===== src/rtl/rrip_pkg.sv =====
package rrip_pkg;

  typedef enum logic [1:0] {
    ST_IDLE   = 2'd0,
    ST_SEARCH = 2'd1,
    ST_RESP   = 2'd2
  } rrip_state_e;

  // Insertion value: one below the ceiling, or zero when counters are a single bit.
  function automatic int rrip_insert_val(input int cw);
    return (cw == 1) ? 0 : ((1 << cw) - 2);
  endfunction

endpackage


===== src/rtl/rrip_ctr_bank.sv =====
module rrip_ctr_bank #(
  parameter int WAYS  = 4,
  parameter int CTR_W = 3,
  parameter int INS   = 6
) (
  input  logic                     clk,
  input  logic                     rst_n,
  input  logic                     hit_en,
  input  logic [$clog2(WAYS)-1:0]  hit_way,
  input  logic                     fill_en,
  input  logic [$clog2(WAYS)-1:0]  fill_way,
  input  logic                     age_en,
  output logic [WAYS*CTR_W-1:0]    ctr_flat
);
  localparam int WAY_W = $clog2(WAYS);
  localparam logic [CTR_W-1:0] CEIL = {CTR_W{1'b1}};
  localparam logic [CTR_W-1:0] INS_V = CTR_W'(INS);

  for (genvar g = 0; g < WAYS; g++) begin : g_way
    logic [CTR_W-1:0] ctr_q;
    logic             sel_hit;
    logic             sel_fill;

    assign sel_hit  = hit_en  && (hit_way  == WAY_W'(g));
    assign sel_fill = fill_en && (fill_way == WAY_W'(g));

    always_ff @(posedge clk) begin
      if (!rst_n) begin
        ctr_q <= CEIL;
      end else if (sel_hit) begin
        ctr_q <= '0;
      end else if (sel_fill) begin
        ctr_q <= INS_V;
      end else if (age_en) begin
        ctr_q <= ctr_q + CTR_W'(1);
      end
    end

    assign ctr_flat[g*CTR_W +: CTR_W] = ctr_q;
  end

endmodule


===== src/rtl/rrip_victim_sel.sv =====
module rrip_victim_sel #(
  parameter int WAYS  = 4,
  parameter int CTR_W = 3
) (
  input  logic [WAYS*CTR_W-1:0]   ctr_flat,
  output logic                    found,
  output logic [$clog2(WAYS)-1:0] victim
);
  localparam int WAY_W = $clog2(WAYS);
  localparam logic [CTR_W-1:0] CEIL = {CTR_W{1'b1}};

  logic [WAYS-1:0] at_ceil;

  for (genvar g = 0; g < WAYS; g++) begin : g_cmp
    assign at_ceil[g] = (ctr_flat[g*CTR_W +: CTR_W] == CEIL);
  end

  // Scan downward so the lowest set index is the last one written.
  always_comb begin
    found  = |at_ceil;
    victim = '0;
    for (int i = WAYS - 1; i >= 0; i--) begin
      if (at_ceil[i]) victim = WAY_W'(i);
    end
  end

endmodule


===== src/rtl/rrip_ctl.sv =====
module rrip_ctl
  import rrip_pkg::*;
#(
  parameter int WAYS = 4
) (
  input  logic                    clk,
  input  logic                    rst_n,
  input  logic                    req_valid,
  input  logic                    req_miss,
  input  logic [$clog2(WAYS)-1:0] req_way,
  output logic                    req_ready,
  output logic                    rsp_valid,
  input  logic                    rsp_ready,
  output logic [$clog2(WAYS)-1:0] rsp_way,
  input  logic                    found,
  input  logic [$clog2(WAYS)-1:0] victim,
  output logic                    hit_en,
  output logic [$clog2(WAYS)-1:0] hit_way,
  output logic                    fill_en,
  output logic [$clog2(WAYS)-1:0] fill_way,
  output logic                    age_en
);
  localparam int WAY_W = $clog2(WAYS);

  rrip_state_e      state_q, state_d;
  logic [WAY_W-1:0] way_q;

  assign req_ready = (state_q == ST_IDLE);
  assign rsp_valid = (state_q == ST_RESP);
  assign rsp_way   = way_q;

  assign hit_en   = req_ready && req_valid && !req_miss;
  assign hit_way  = req_way;
  assign fill_en  = (state_q == ST_SEARCH) && found;
  assign fill_way = victim;
  assign age_en   = (state_q == ST_SEARCH) && !found;

  always_comb begin
    state_d = state_q;
    case (state_q)
      ST_IDLE:   if (req_valid && req_miss) state_d = ST_SEARCH;
      ST_SEARCH: if (found) state_d = ST_RESP;
      ST_RESP:   if (rsp_ready) state_d = ST_IDLE;
      default:   state_d = ST_IDLE;
    endcase
  end

  always_ff @(posedge clk) begin
    if (!rst_n) begin
      state_q <= ST_IDLE;
      way_q   <= '0;
    end else begin
      state_q <= state_d;
      if (fill_en) way_q <= victim;
    end
  end

endmodule


===== src/rtl/rrip_set_repl.sv =====
module rrip_set_repl #(
  parameter int WAYS  = 4,
  parameter int CTR_W = 3
) (
  input  logic                    clk,
  input  logic                    rst_n,
  input  logic                    req_valid,
  output logic                    req_ready,
  input  logic                    req_miss,
  input  logic [$clog2(WAYS)-1:0] req_way,
  output logic                    rsp_valid,
  input  logic                    rsp_ready,
  output logic [$clog2(WAYS)-1:0] rsp_way
);
  localparam int WAY_W = $clog2(WAYS);
  localparam int INS   = rrip_pkg::rrip_insert_val(CTR_W);

  logic                   hit_en, fill_en, age_en, found;
  logic [WAY_W-1:0]       hit_way, fill_way, victim;
  logic [WAYS*CTR_W-1:0]  ctr_flat;

  rrip_ctl #(.WAYS(WAYS)) ctl_i (
    .clk(clk), .rst_n(rst_n),
    .req_valid(req_valid), .req_miss(req_miss), .req_way(req_way),
    .req_ready(req_ready),
    .rsp_valid(rsp_valid), .rsp_ready(rsp_ready), .rsp_way(rsp_way),
    .found(found), .victim(victim),
    .hit_en(hit_en), .hit_way(hit_way),
    .fill_en(fill_en), .fill_way(fill_way),
    .age_en(age_en)
  );

  rrip_ctr_bank #(.WAYS(WAYS), .CTR_W(CTR_W), .INS(INS)) bank_i (
    .clk(clk), .rst_n(rst_n),
    .hit_en(hit_en), .hit_way(hit_way),
    .fill_en(fill_en), .fill_way(fill_way),
    .age_en(age_en),
    .ctr_flat(ctr_flat)
  );

  rrip_victim_sel #(.WAYS(WAYS), .CTR_W(CTR_W)) sel_i (
    .ctr_flat(ctr_flat),
    .found(found),
    .victim(victim)
  );

endmodule


===== config.mk =====
export PLATFORM = sky130hd
export DESIGN_NAME = rrip_set_repl
export DESIGN_NICKNAME = d
export VERILOG_FILES = /design/src/rtl/rrip_pkg.sv /design/src/rtl/rrip_ctr_bank.sv /design/src/rtl/rrip_victim_sel.sv /design/src/rtl/rrip_ctl.sv /design/src/rtl/rrip_set_repl.sv
export SDC_FILE = /design/constraint.sdc
export NUM_CORES = 1
export LEC_CHECK = 0
export BUFFER_PORTS_ARGS = -buffer_cell sky130_fd_sc_hd__buf_2
export CAP_MARGIN = 10
export CORE_UTILIZATION = 41
export DETAILED_ROUTE_END_ITERATION = 16
export PLACE_DENSITY = 0.64
export SLEW_MARGIN = 20
export SYNTH_ARGS = -nofsm -noshare
export SYNTH_HDL_FRONTEND = slang
export SYNTH_SLANG_ARGS = --single-unit
export TNS_END_PERCENT = 20

===== constraint.sdc =====
create_clock -name clk -period 2.1 [get_ports clk]
set_input_delay 0.42 -clock clk [delete_from_list [all_inputs] [get_ports clk]]
set_output_delay 0.42 -clock clk [all_outputs]
set_load 0.05 [all_outputs]

[Word level (Yosys, flattened, before mapping)]
Index checks and enable logic that the tools add are counted.
Storage, ports and cells
  flip-flop bits (word level): 16
  input port bits: 7
  output and inout bits: 4
  word-level logic and storage cells: 69
Cells by class
  add/sub/neg operators: 4
  equal/unequal tests: 15
  multiplexer cells: 20
  reduce and logical (&&, ||, !) cells: 24
Operator list (count)
  2-to-1 mux 3 bit: 12
  2-to-1 mux 2 bit: 7
  logical AND 1 bit: 13
  adder 3 x 1 -> 3 bit, second input constant: 4
  equality test 3 bit, second input constant: 4
  nonzero test 3 bit: 4
  equality test 2 bit, second input constant: 5
  equality test 2 x 1 -> 1 bit, second input constant: 3
  logical NOT 2 bit: 3
  case mux 2 bit (3 select lines): 1
  inequality test 2 x 1 -> 1 bit, second input constant: 2
  OR reduction 4 bit: 1
  AND reduction 3 bit: 1
  logical NOT 1 bit: 2
  inequality test 2 bit, second input constant: 1

[Logic depth before layout (Yosys ltp)]
Gate-level depths: netlist of the first run.
  depth in word-level cells: 9
  gate-level depth with buffers: 6
  mapped depth without buffers: 5

[Hierarchy]
Synthesis of the first run repeated with hierarchy kept, for this count alone.
Unflattened totals
  cell total of the unflattened synthesis: 100
  area, all modules: 913.4 um2
By module, submodules not included
  rrip_ctr_bank: instances 1, cells each 64, area an instance 625.6 um2, sequential area each 240.2 um2
  rrip_ctl: instances 1, cells each 26, area an instance 231.5 um2, sequential area each 80.1 um2
  rrip_victim_sel: instances 1, cells each 10, area an instance 56.3 um2, sequential area each 0.0 um2

[Worst setup path after synthesis of the first run]
No wires, ideal clock.
  path type: flip-flop to flip-flop
  start: reg bank_i.g_way[0].ctr_q[0]
  end: reg bank_i.g_way[0].ctr_q[1]
  setup time: 122 ps
  arrival time: 1837 ps
  data required time: 1978 ps
  setup slack: 141 ps
  stages on the path, launching flop included: 7
  path buffers: 1
  period minus slack after synthesis: 1959 ps
  cells stage by stage: dfxtp_1 -> ha_1 -> ha_1 -> or4b_1 -> buf_2 -> o32a_1 -> a221o_1
Between the ends
  word-level cells in the longest chain between the ends: 6
  elaborated cells on any way between the ends: 13
  classes of those cells: 1 x add/sub; 1 x eq/ne; 4 x mux; 7 x reduce/logical
RTL lines
  from (decl): line rrip_ctr_bank.sv:20  | logic [CTR_W-1:0] ctr_q;
  from (signal assigned): line rrip_ctr_bank.sv:35  | ctr_q <= ctr_q + CTR_W'(1);
  branches (longest 6 deep; another with adder 3 x 1 -> 3 bit)
Parallel ways; which one is timed is not known. The select of a mux whose other input is x is not followed.
A chain may end at the register's enable or synchronous reset.

[Worst setup path in the final report of the first run]
  start: reg bank_i.g_way[0].ctr_q[0]
  end: reg bank_i.g_way[1].ctr_q[0]
Between the ends
  word-level cells in the longest chain between the ends: 6
  elaborated cells on any way between the ends: 11
  classes of those cells: 2 x eq/ne; 3 x mux; 6 x reduce/logical
RTL lines
  equality test 3 bit *: line rrip_victim_sel.sv:15  | assign at_ceil[g] = (ctr_flat[g*CTR_W +: CTR_W] == CEIL);
  2-to-1 mux 2 bit / OR reduction 4 bit (equally long branches): line rrip_victim_sel.sv:23, rrip_victim_sel.sv:20
  equality test 2 x 1 -> 1 bit / logical AND 1 bit (equally long branches): line rrip_ctr_bank.sv:25, rrip_ctl.sv:34
  logical AND 1 bit: line rrip_ctr_bank.sv:25  | assign sel_fill = fill_en && (fill_way == WAY_W'(g));
  2-to-1 mux 3 bit: line rrip_ctr_bank.sv:32  | end else if (sel_fill) begin
  2-to-1 mux 3 bit: line rrip_ctr_bank.sv:30  | end else if (sel_hit) begin
  to (signal assigned): line rrip_ctr_bank.sv:35
  to (decl): line rrip_ctr_bank.sv:20
Every way passes the cells marked *; elsewhere a longest branch is shown, timed or not.

==> impl_results.md, run 1 <==
- Req. time, crit path: between 2 and 2.5 ns
- Fin util: 51.92%
- Fin Setup TNS: 0 ns
- H-tree levels: 1
- Worst-margin pin slew: 0.4597 ns
- Worst Setup Start Kind: flop
- Post-Layout Cell Count: 138
- Post-CTS Repair Setup Buffers: 0
- ANT nets after route: 0
- Placed insts: 134
- RSZ-0062 raised after global routing: no
- Pin count of the biggest net entering global routing: 11
- Number of max-cap violations: 0
- Ordered cell list for the critical path: ha_1 -> ha_2 -> or4b_4 -> buf_4 -> o31a_1 -> a22oi_1
- Final hold violations: 0
- Skew-Pair Late Insertion Delay: ~0.30 ns
- Iter 0 DRT Violations: 9
- Syn nets: 112
- CP peak stage delay: 0.53 ns
- Synthesized area per cell: 9.390 sq um
- Routed WL: 1.955 mm
- Initial DRT Pass Iterations: 4
- Initial antenna violation count: 0
- Longest Clk Path Bufs: 2
- Endpoint class of the critical path: flop
- Lkg Pwr: 0.0004183 uW
- Commonest non-fill, non-tap cells in the layout: dfxtp_1, buf_2, ha_1, nand2_1, o21ai_0
- PwrDens: between 600 and 700 mW/mm^2
- Core Box Area: about 0.0020 sq mm
- I/O Buffers: 10
- Vias in the first global route: around 760
- Final routed DRC violation total: 0
- Fmax: 0.5070 GHz
- # rows: 16
- Initial Util: between 40% and 50%
- Critical Path AT: between 2 and 2.5 ns
- First-pass GRT wire length: 3.312 mm
- CP top delay family: simple AND/OR/NAND/NOR gates
- CTS root buf: clkbuf_4
- CTS tree: built
- CP Launch Point: bank_i.g_way[0].ctr_q[0]
- Wire per inst: between 10 and 15 um
- Final Setup Violations: 0
- Final setup margin: 0.1277 ns
- CTS Sinks: 16
- DP HPWL: 1.410 mm
- Global Route Usage Sum: 17.65%
- Slew Viols, Final: 0
- Die area: 0.002414 sq mm
- Worst hold path type: in2reg
- Syn Inst Count: a little under 100
- Seq/Total Area, Yosys: 35.16%
- RePlAce Congestion: 0.7575
- Synth-to-Final Area Change: 15.25%
- Worst Hold Slack: 0.3723 ns
- Crit-path max FO: 7
- Filler Cells Inserted: approximately 210
- CP Class: reg2reg
- Distinct cells, synth: 35
- Nets: 127
- CTS buffer count: 3
- Slew HR: 68.92%
- Min cycle time layout: 1.972 ns
- Peak VDD IR: 0.4227 mV
- Layout cell share with drive strength beyond 1: 22.52%
- Die Wd: 49.14 um
- Hold path start: rsp_ready
- Slowest CP cell: or4b_4
- Global route total overflow: 0
- Sum of buffers and inverters on the critical path: 1
- Reg2reg start: bank_i.g_way[0].ctr_q[0]
- Status: finished, final reports clean
- DR vias/cell: 5.703
- Yosys warning total: 0
- Cts hold-fix bufs: 0
- Yosys reg bits: 16
- Clock transition at the registers of the reported paths: 0.10 ns
- Antenna Cells: 0
- Crit share post-route: 93.92%
- Via count: 787
- Post_cts resized: 0
- Netlist Area Pre-Place: 910.9 sq um
- Die height: 49.14 um
- Skew final: 0.01105 ns
- Commonest non-fill, non-tap cell in the layout: dfxtp_1
- Dpl ws: 0.08867 ns
- I/O Pins: 11
[where the power goes]
group | internal, uW | total (uW) | switching (uW) | leakage, uW
sequential | 316 | 325 | 9.58 | 0.000131
clock | 106 | 211 | 105 | 0.0000210
combinational | 46.9 | 110 | 63.4 | 0.000267
[cell usage after synthesis (all sizes together)]
master   instances  share of area [%]
o2111ai          1               0.96
nor2             3                1.2
o31a             3                2.9
inv              2               0.82
a31o             1               0.96
or4bb            1                1.2
a311o            4                4.4
and3             5                3.4
o32a             1                1.1
clkbuf           2               0.82
a21bo            2                2.2
o21a             1               0.82
o211ai           2                1.6
o31ai            1               0.82
or2              1               0.69
buf              2                1.1
nor4b            2                1.9
nor2b            3                2.1
o22ai            1               0.69
and2b            1               0.82
ha               8                 11
a221o            2                2.2
nand3b           2                1.6
a21oi            4                2.2
nand2            6                2.5
a22oi            3                2.5
a21o             2                1.6
nand3            3                1.6
o21ai            6                3.3
nand2b           2                1.4
or4b             2                2.6
nor3b            1               0.82
or4              1               0.82
dfxtp           16                 35
[flip-flops by register name, summed over array words and instances (netlist names)]
register and flops:
ctl_i.rsp_way 2, ctl_i.state_q 2, bank_i.g_way.ctr_q 12
[worst paths after layout]
check                             end  slack, ns  cells after the start
max          bank_i.g_way[1].ctr_q[0]       0.13                      6
min                  ctl_i.state_q[1]       0.37                      3
max reg2reg  bank_i.g_way[1].ctr_q[0]       0.13                      6
min reg2reg  bank_i.g_way[1].ctr_q[1]       0.51                      1
[kinds of logic (layout without fill, tap and decap cells)]
kind of cell    count (synthesis)  after routing  synth area share [%]
buf+inv                         6             20                 2.748
simple gates                   33             33                 22.80
flops                          16             16                 35.17
compound gates                 34             34                 28.30
fa+ha+maj                       8              8                 10.99
[stage by stage]
| stage | area (sq um) | power [uW] |
|---|---|---|
| 2_1_floorplan | 910.9 | 408.3 |
| 3_3_place_gp | 1007 | 436.7 |
| 3_5_place_dp | 1007 | 438.6 |
| 4_1_cts | 1044 | 654.0 |
| 5_1_grt | 1050 | 681.2 |
| 6_report | 1050 | 646.3 |
[per-layer routing]
metal	part of all wire, %	GRT usage, %	vias up
li1	-	-	408
met1	49	22.67	366
met2	47	28.77	11
met3	3.7	5.919	2
met4	0.51	2.941	0
met5	0	0	-
[worst reg2reg max path, delay by kind of cell (launching register included)]
kind                     cells  cell delay (ns)
adder cells (fa/ha/maj)      2             0.45
AND/OR/NAND/NOR              1             0.53
buffers and inverters        1             0.17
AO/OA/AOI/OAI                2             0.40
flip-flops                   1             0.34
[area by class of cell]
type                    instances  area (sq um)  share of cell area, %
flip-flops and latches         16         320.3                  30.51
clock buffers                   4         36.28                  3.456
repair buffers                 14         80.08                  7.628
multi-input cells              75         571.8                  54.47
well taps                      27         33.78                  3.218
inverters                       2         7.507                 0.7151
Power figures use the tool's default switching activity.
==> run 2, diff against run 1 <==
PLACE_DENSITY = 0.66   (was 0.64)
clock period = 2.2 ns   (was 2.1 ns; I/O delays follow)
==> run 2 against run 1 <==
Compared with the run above: sequential cell count stayed put; final area fell by 0.83%; worst hold slack better by 0.039 ns; largest cell class unchanged; utilization decreased by 0.43 points; clock skew fell by 0.011 ns; combinational power fell by 5%; count of clock-buffer cells in the layout down 1; via count increased by 3.8%.
==> impl_results.md, run 2 (same netlist as run 1, synthesis figures left out) <==
- Status: finished, final reports clean
- Initial antenna violation count: 0
- CP peak stage delay: 0.56 ns
- Placed insts: 135
- CTS tree: built
- Final hold violations: 0
- Dpl ws: 0.1204 ns
- Most Frequent Cell on Critical Path: ha_1
- Number of max-cap violations: 0
- Lkg Pwr: between 0.0004 and 0.0005 uW
- Synth-to-Final Area Change: 14.29%
- Fin Setup TNS: 0 ns
- CP Class: reg2reg
- Filler Cells Inserted: 189
- Slew Viols, Final: 0
- Via count: 817
- # rows: 16
- Slew HR: 62.39%
- Antenna Cells: 0
- Skew final: 0.0004846 ns
- Final instance area: 0.001041 sq mm
- RSZ-0062 raised after global routing: no
- Pin count of the biggest net entering global routing: 11
- Ordered cell list for the critical path: ha_1 -> ha_1 -> or4b_4 -> o32a_1 -> a221o_1
- Placed inst area: a little over 0.001 sq mm
- Critical Path AT: about 2.2 ns
- Sum of buffers and inverters on the critical path: 0
- Req. time, crit path: 2.38 ns
- CTS root buf: clkbuf_4
- Worst hold path type: in2reg
- Initial DRT Pass Iterations: 4
- CTS Sinks: 16
- Die Wd: 49.14 um
- Wire per inst: ~14 um
- Crit-path max FO: 9
- I/O Buffers: 10
- Endpoint class of the critical path: flop
- Initial Util: between 40% and 50%
- Die area: 0.002414 sq mm
- CTS buffer count: 3
- Iter 0 DRT Violations: 18
- Global Route Usage Sum: 17.54%
- Slowest CP cell: or4b_4
- Layout cell share with drive strength beyond 1: 21.62%
- First-pass GRT wire length: 3.243 mm
- Post-CTS Repair Setup Buffers: 0
- Final setup margin: 0.2083 ns
- Global route total overflow: 0
- Largest register FFs: 12
- Die height: between 40 and 50 um
- Fmax: 0.5021 GHz
- DP HPWL: 1.430 mm
- Longest Clk Path Bufs: 2
- Vias in the first global route: 724
- Worst-margin pin slew: 0.5564 ns
- Core Box Area: between 0.002 and 0.0025 sq mm
- Crit share post-route: 90.53%
- I/O Pins: 11
- ANT nets after route: 0
- Final routed DRC violation total: 0
- Nets: ~130
- Skew-Pair Late Insertion Delay: 0.28 ns
- CP top delay family: simple AND/OR/NAND/NOR gates
- Most flop-heavy register: bank_i.g_way.ctr_q
- Post-Layout Cell Count: 138
- RePlAce Congestion: around 0.76
- Final Setup Violations: 0
- Routed WL: approximately 1.9 mm
- PwrDens: 544.4 mW/mm^2
- Clock transition at the registers of the reported paths: 0.09 ns
- DR vias/cell: roughly 6
- Commonest non-fill, non-tap cells in the layout: dfxtp_1, buf_2, ha_1, nand2_1, o21ai_0
- Worst Setup Start Kind: flop
- Commonest non-fill, non-tap cell in the layout: dfxtp_1
- Peak VDD IR: 0.3196 mV
- H-tree levels: 1
- Min cycle time layout: ~2 ns
## run 2: through the flow
step / utilization, % / power, uW / hold slack (ns)
6_report: 51.49 / 566.7 / 0.4115
3_5_place_dp: 50.19 / 420.9 / 0.4855
2_1_floorplan: - / 389.7 / 0.4589
5_1_grt: 51.49 / 601.2 / 0.4416
3_3_place_gp: 50.19 / 417.7 / 0.4783
4_1_cts: 51.30 / 572.2 / 0.4067
## run 2: layout make-up
| class | count | area, sq um | area share, % |
|---|---|---|---|
| multi-input cells | 75 | 569.3 | 54.69 |
| flip-flops and latches | 16 | 320.3 | 30.77 |
| repair buffers | 15 | 87.58 | 8.413 |
| well taps | 27 | 33.78 | 3.245 |
| clock buffers | 3 | 22.52 | 2.163 |
| inverters | 2 | 7.507 | 0.7212 |
## run 2: worst paths after layout
path | startpoint | to | cells past startpoint | slack, ns
setup / recovery | bank_i.g_way[1].ctr_q[0] | bank_i.g_way[0].ctr_q[1] | 5 | 0.21
setup reg to reg | bank_i.g_way[1].ctr_q[0] | bank_i.g_way[0].ctr_q[1] | 5 | 0.21
hold reg to reg | bank_i.g_way[0].ctr_q[2] | bank_i.g_way[0].ctr_q[2] | 1 | 0.51
hold / removal | rsp_ready | ctl_i.state_q[1] | 3 | 0.41
## run 2: timing repair
item / CTS / global route
resized for setup: 0 / 1
hold endpoints to repair: 0 / 0
hold buffers: 0 / 0
endpoints found under the setup margin: 0 / 1
## run 2: metal layers
| layer | up-vias | wire length, um | GRT usage, % |
|---|---|---|---|
| met5 | - | 0 | 0 |
| met4 | 0 | 42 | 8.824 |
| met3 | 5 | 72 | 2.804 |
| met2 | 19 | 845 | 26.94 |
| met1 | 378 | 903 | 23.52 |
| li1 | 415 | - | - |
## run 2: worst reg2reg max path: stages, from the launching register on
cell     delay (ns)
dfxtp_1        0.34
ha_1           0.21
ha_1           0.26
or4b_4         0.56
o32a_1         0.22
a221o_1        0.30
## run 2: where the power goes
| part | switching, uW | total [uW] | internal, uW |
|---|---|---|---|
| clock | 88.1 | 152 | 63.6 |
| sequential | 9.30 | 311 | 301 |
| combinational | 59.8 | 104 | 44.5 |
| total | 157 | 567 | 410 |
